`config.mk`:
```
export PLATFORM = sky130hd
export DESIGN_NAME = stair_gate_gen
export DESIGN_NICKNAME = d
export VERILOG_FILES = /design/src/rtl/stair_pkg.sv /design/src/rtl/stair_phase_acc.sv /design/src/rtl/stair_ref_gen.sv /design/src/rtl/stair_band_map.sv /design/src/rtl/stair_dead_pair.sv /design/src/rtl/stair_gate_gen.sv
export SDC_FILE = /design/constraint.sdc
export NUM_CORES = 1
export LEC_CHECK = 0
export ABC_AREA = 1
export BUFFER_PORTS_ARGS = -buffer_cell sky130_fd_sc_hd__buf_4
export CAP_MARGIN = 40
export CORE_ASPECT_RATIO = 0.9
export CORE_MARGIN = 2
export CORE_UTILIZATION = 55
export CTS_CLUSTER_DIAMETER = 200
export DETAILED_ROUTE_END_ITERATION = 10
export PLACE_DENSITY_LB_ADDON = 0.1
export SLEW_MARGIN = 20
export SYNTH_ARGS = -nofsm -noshare
export SYNTH_HDL_FRONTEND = slang
export SYNTH_SLANG_ARGS = --single-unit
```
`constraint.sdc`:
```
create_clock -name clk_i -period 26.8 [get_ports clk_i]
set_input_delay 1.34 -clock clk_i [delete_from_list [all_inputs] [get_ports clk_i]]
set_output_delay 1.34 -clock clk_i [all_outputs]
set_load 0.005 [all_outputs]
```
`src/rtl/stair_pkg.sv`:
```
`timescale 1ns/1ps
package stair_pkg;
  typedef enum logic [2:0] {
    BAND_A = 3'd0,
    BAND_B = 3'd1,
    BAND_C = 3'd2,
    BAND_D = 3'd3,
    BAND_E = 3'd4,
    BAND_F = 3'd5
  } band_e;

  // {S2,S3,S4,S5} per band
  function automatic logic [3:0] band_gates(band_e b);
    case (b)
      BAND_A, BAND_D: return 4'b0100;
      BAND_B, BAND_E: return 4'b1001;
      default:        return 4'b0010;
    endcase
  endfunction

  function automatic logic band_upper(band_e b);
    return (b == BAND_A) || (b == BAND_B) || (b == BAND_C);
  endfunction
endpackage

```
`src/rtl/stair_phase_acc.sv`:
```
`timescale 1ns/1ps
module stair_phase_acc #(
  parameter int PHASE_W = 32,
  parameter int OUT_W   = 15
) (
  input  logic               clk_i,
  input  logic               rst_ni,
  input  logic [PHASE_W-1:0] step_i,
  output logic [OUT_W-1:0]   phase_o
);
  logic [PHASE_W-1:0] acc_q;

  always_ff @(posedge clk_i or negedge rst_ni) begin
    if (!rst_ni) acc_q <= '0;
    else         acc_q <= acc_q + step_i;
  end

  assign phase_o = acc_q[PHASE_W-1 -: OUT_W];
endmodule

```
`src/rtl/stair_ref_gen.sv`:
```
`timescale 1ns/1ps
module stair_ref_gen #(
  parameter int SIN_W    = 14,
  parameter int MOD_FRAC = 8,
  localparam int MOD_W   = MOD_FRAC + 1,
  localparam int REF_W   = SIN_W + 4
) (
  input  logic [SIN_W:0]           phase_i,
  input  logic [MOD_W-1:0]         mod_i,
  output logic signed [REF_W-1:0]  ref_d_o
);
  localparam int MAG_W  = SIN_W + 1;
  localparam int PROD_W = 2 * SIN_W + 2;
  localparam int SCL_W  = MAG_W + MOD_W + 2;

  logic [MAG_W-1:0]  u_ext, u_comp, mag;
  logic [PROD_W-1:0] prod;
  logic [SCL_W-1:0]  scaled;
  logic [REF_W-1:0]  mag_s;

  // parabolic half-wave: 4u(1-u), peak 1.0 at u = 1/2
  assign u_ext  = {1'b0, phase_i[SIN_W-1:0]};
  assign u_comp = {1'b1, {SIN_W{1'b0}}} - u_ext;
  assign prod   = PROD_W'(u_ext) * PROD_W'(u_comp);
  assign mag    = MAG_W'(prod >> (SIN_W - 2));
  assign scaled = SCL_W'(mag) * SCL_W'(mod_i) * SCL_W'(3);
  assign mag_s  = REF_W'(scaled >> MOD_FRAC);

  assign ref_d_o = phase_i[SIN_W] ? -$signed(mag_s) : $signed(mag_s);
endmodule

```
`src/rtl/stair_band_map.sv`:
```
`timescale 1ns/1ps
module stair_band_map
  import stair_pkg::*;
#(
  parameter int SIN_W  = 14,
  localparam int REF_W = SIN_W + 4
) (
  input  logic                    clk_i,
  input  logic                    rst_ni,
  input  logic signed [REF_W-1:0] ref_d_i,
  output logic signed [REF_W-1:0] ref_o,
  output band_e                   band_o,
  output logic [3:0]              sw_o
);
  localparam logic signed [REF_W-1:0] LVL_1  = REF_W'(1 << SIN_W);
  localparam logic signed [REF_W-1:0] LVL_2  = REF_W'(2 << SIN_W);
  localparam logic signed [REF_W-1:0] LVL_N1 = -LVL_1;
  localparam logic signed [REF_W-1:0] LVL_N2 = -LVL_2;
  localparam logic signed [REF_W-1:0] LVL_0  = '0;

  band_e band_d;

  // ties resolve toward the lower-magnitude band
  always_comb begin
    if      (ref_d_i >  LVL_2)  band_d = BAND_A;
    else if (ref_d_i >  LVL_1)  band_d = BAND_B;
    else if (ref_d_i >= LVL_0)  band_d = BAND_C;
    else if (ref_d_i >= LVL_N1) band_d = BAND_D;
    else if (ref_d_i >= LVL_N2) band_d = BAND_E;
    else                        band_d = BAND_F;
  end

  always_ff @(posedge clk_i or negedge rst_ni) begin
    if (!rst_ni) begin
      ref_o  <= '0;
      band_o <= BAND_C;
      sw_o   <= '0;
    end else begin
      ref_o  <= ref_d_i;
      band_o <= band_d;
      sw_o   <= band_gates(band_d);
    end
  end
endmodule

```
`src/rtl/stair_dead_pair.sv`:
```
`timescale 1ns/1ps
module stair_dead_pair #(
  parameter int DEAD_CYC = 34,
  localparam int CNT_W   = $clog2(DEAD_CYC + 1)
) (
  input  logic clk_i,
  input  logic rst_ni,
  input  logic want_i,
  output logic top_o,
  output logic top_n_o
);
  logic             held_q;
  logic [CNT_W-1:0] cnt_q;
  logic             idle;

  // any change of the wanted side restarts the blanking window
  always_ff @(posedge clk_i or negedge rst_ni) begin
    if (!rst_ni) begin
      held_q <= 1'b0;
      cnt_q  <= CNT_W'(DEAD_CYC);
    end else if (want_i != held_q) begin
      held_q <= want_i;
      cnt_q  <= CNT_W'(DEAD_CYC);
    end else if (cnt_q != '0) begin
      cnt_q  <= cnt_q - 1'b1;
    end
  end

  assign idle    = (cnt_q == '0);
  assign top_o   = idle &  held_q;
  assign top_n_o = idle & ~held_q;
endmodule

```
`src/rtl/stair_gate_gen.sv`:
```
`timescale 1ns/1ps
module stair_gate_gen
  import stair_pkg::*;
#(
  parameter int PHASE_W  = 32,
  parameter int SIN_W    = 14,
  parameter int MOD_FRAC = 8,
  parameter int DEAD_CYC = 34,
  localparam int MOD_W   = MOD_FRAC + 1,
  localparam int REF_W   = SIN_W + 4
) (
  input  logic                    clk_i,
  input  logic                    rst_ni,
  input  logic [PHASE_W-1:0]      step_i,
  input  logic [MOD_W-1:0]        mod_i,
  output logic signed [REF_W-1:0] ref_o,
  output logic [2:0]              band_o,
  output logic [3:0]              sw_o,
  output logic                    top_o,
  output logic                    top_n_o
);
  logic [SIN_W:0]           phase;
  logic signed [REF_W-1:0]  ref_d;
  band_e                    band_q;

  stair_phase_acc #(.PHASE_W(PHASE_W), .OUT_W(SIN_W + 1)) u_acc (
    .clk_i, .rst_ni, .step_i, .phase_o(phase)
  );

  stair_ref_gen #(.SIN_W(SIN_W), .MOD_FRAC(MOD_FRAC)) u_ref (
    .phase_i(phase), .mod_i, .ref_d_o(ref_d)
  );

  stair_band_map #(.SIN_W(SIN_W)) u_band (
    .clk_i, .rst_ni, .ref_d_i(ref_d), .ref_o, .band_o(band_q), .sw_o
  );

  stair_dead_pair #(.DEAD_CYC(DEAD_CYC)) u_dead (
    .clk_i, .rst_ni, .want_i(band_upper(band_q)), .top_o, .top_n_o
  );

  assign band_o = band_q;
endmodule

```
==> impl_results.md <==
- RD Place Congestion: ~1
- Mapped Area: roughly 0.016 mm^2
- # clock sinks: 63
- Global-route wire length before repair: about 64,000 um
- Crit path time final: 14,610 ps
- Remaining antenna violation count after routing: 0
- Die area: around 0.03 mm^2
- Gr ovfl total: 0
- Hold buffers post-CTS: 0
- Detailed Route WL: approximately 37,000 um
- Async SR Flop Fraction: 1.00
- Post-CTS Resized: 0
- Gr busiest metal: met2
- Max_slew headroom: 0.456
- Hold Violations, Final: 0
- Initial antenna violation count: 0
- Area grow syn2layout: 7.53%
- Post-synth EDFFs: 0
- Worst-path clk slew: roughly 50 ps
- Worst Path Arrival: approximately 15,000 ps
- Mapped Cells: about 2,100
- CTS tree: built
- Routed WL per cell: 15.0 um
- Initial drt markers: 666
- Pin count of the biggest net entering global routing: 64
- IO buf count: just under 70
- Ys flop type: dfrtp_1
- Hold_ws: between 400 and 500 ps
- Slew at the pin closest to its max-slew limit: approximately 820 ps
- Row cnt: 59
- # nets final: between 2,000 and 3,000
- # setup viols final: 0
- Root Driver: clkbuf_16
- TritonCTS Buffers: 9
- RSZ-0062 raised after global routing: no
- FMAX: 0.0684 GHz
- Critical path launch point type: flip-flop
- Critical-path top delay cell: dfrtp_1
- Critical Path RT: between 20,000 and 30,000 ps
- Area of the multi-input gates: about 0.012 mm^2
- Met2 Track Usage GR: 0.465
- Period utilization: 0.545
- Largest cells by area after synthesis: fa_1 31%, ha_1 15%, inv_1 11%
- GR Util met3: 0.0375
- Setup TNS: 0 ps
- DRC violations left: 0
- Chip Height: 165 um
- First-pass iteration count of the detailed router: 5
- Fraction of layout cells with a size suffix above 1: 0.0753
- Dpl hpwl: ~32,000 um
- Unique masters post-synth: 52
- H-Tree Depth: 3
- Total of max-cap violations: 0
- Status: finished clean
- Register area share after synthesis: 0.0993
- Synth cell count leaders: 469 x inv_1, 381 x nand2_1, 244 x fa_1
- Area leader, netlist: fa_1
- Syn Area/Cell: roughly 7.7 um^2
- # IOs: 70
- Hold Crit Class: reg -> reg
- Starting Density: 0.554
- Core area: approximately 0.029 mm^2
- Top cell type's share of synthesized area: 0.307
- Max-slew violation count: 0
- Crit path top cell by count: nand2_1
- M1 GR Usage: 0.343
- Vias post-DR: around 13,000
- Filler cells: roughly 2,700
- Kind of critical path: reg -> reg
- Post-CTS setup repair buffer count: 0
- CTS max path bufs: 2
- Clk_skew: just under 10 ps
- #FFs+latches synth: between 60 and 70
- Critical path endpoint category: flip-flop
- Yosys warns: 0
- Sequential Area: 0.00158 mm^2
- Skew-Pair Late Insertion Delay: around 340 ps
- Die X: around 180 um
- Top-count cell post-synth: inv_1
- Worst path max stage delay: ~800 ps
- CP max FO: 22
- Avg Vias per Cell: roughly 5.2
- Ant diodes: 0
- GRT Resource Usage Total: 0.263
- Vias in the first global route: between 10,000 and 15,000
==> sequential cells by signal, indices dropped and copies added (netlist names) <==
name,cells
u_dead.held_q,1
u_band.sw_o,3
u_dead.cnt_q,6
u_acc.acc_q,32
u_band.band_o,3
u_band.ref_o,18
==> final cells by class <==
type | count | share of cell area
tap | 366 | 0.0268
clock inverter | 5 | 0.00293
multi-input combinational | 1490 | 0.725
clock buffer | 11 | 0.0136
inverter | 486 | 0.107
timing repair buffer | 71 | 0.0328
sequential | 63 | 0.0924
==> critical path, delay by kind of cell, from the launching register on <==
kind	cells	cell delay (ps)
buf+inv	10	830
xor+xnor	2	460
compound gates	12	2080
flops	1	780
simple gates	41	3650
fa+ha+maj	15	6670
==> cells in the final DEF, fill, tap and decap left out, types with 4 or more instances in the layout <==
cell         n
nand2_2     23
clkinv_2     4
buf_4       69
ha_1       196
nand2_1    381
o21ai_0     33
and3_1       4
inv_1      469
conb_1      10
or2_2       11
nand3_1     74
a21o_1       5
nand3_2      7
clkbuf_16    9
inv_2       11
nand4_1     18
xor2_1      41
o21ai_1      5
a31oi_1     10
clkinv_1     6
o21bai_1    10
dfrtp_1     60
o21a_1       5
nor2_1     239
nor3_1      13
and2_1       5
nand3b_1     4
a21oi_1     89
xnor2_1     25
nor4_1       4
o211ai_1     4
fa_1       244
nand2_4      6
==> routing by layer <==
layer | wire (um) | share of wire
met1 | 16100 | 0.43
met4 | 898 | 0.024
met5 | 0 | 0
met2 | 18600 | 0.50
met3 | 1720 | 0.046
==> per-stage QoR <==
stage               std cells  worst slack [ps]  utilization  area (um^2)
finish                   2492             12190        0.596        17100
CTS                      2491             12190        0.595        17100
detailed placement       2475             12220        0.585        16800
floorplan                2073             13730            -        15900
global placement         2474             12600        0.584        16800
global route             2492             10720        0.596        17100
==> cell families after synthesis <==
| kind of cell | count (synthesis) | synth area share |
|---|---|---|
| buf+inv | 520 | 0.123 |
| other cells | 2 | 0.000472 |
| xor+xnor | 67 | 0.0374 |
| fa+ha+maj | 440 | 0.461 |
| compound gates | 176 | 0.0636 |
| flops | 63 | 0.0993 |
| simple gates | 797 | 0.215 |
==> path summary, 6_finish.rpt <==
path	start	endpoint	slack [ps]	cells past startpoint
max in group asynchronous	rst_ni	u_band.band_o[1]	25440	2
max reg2reg	u_acc.acc_q[17]	u_band.sw_o[0]	12190	80
min in group asynchronous	rst_ni	u_acc.acc_q[11]	810	1
max	u_acc.acc_q[17]	u_band.sw_o[0]	12190	80
min	u_acc.acc_q[0]	u_acc.acc_q[0]	480	1
min reg2reg	u_acc.acc_q[0]	u_acc.acc_q[0]	480	1
Power is not shown: default switching activity piles up to over one toggle a cycle in this logic, so the estimate is an artifact.
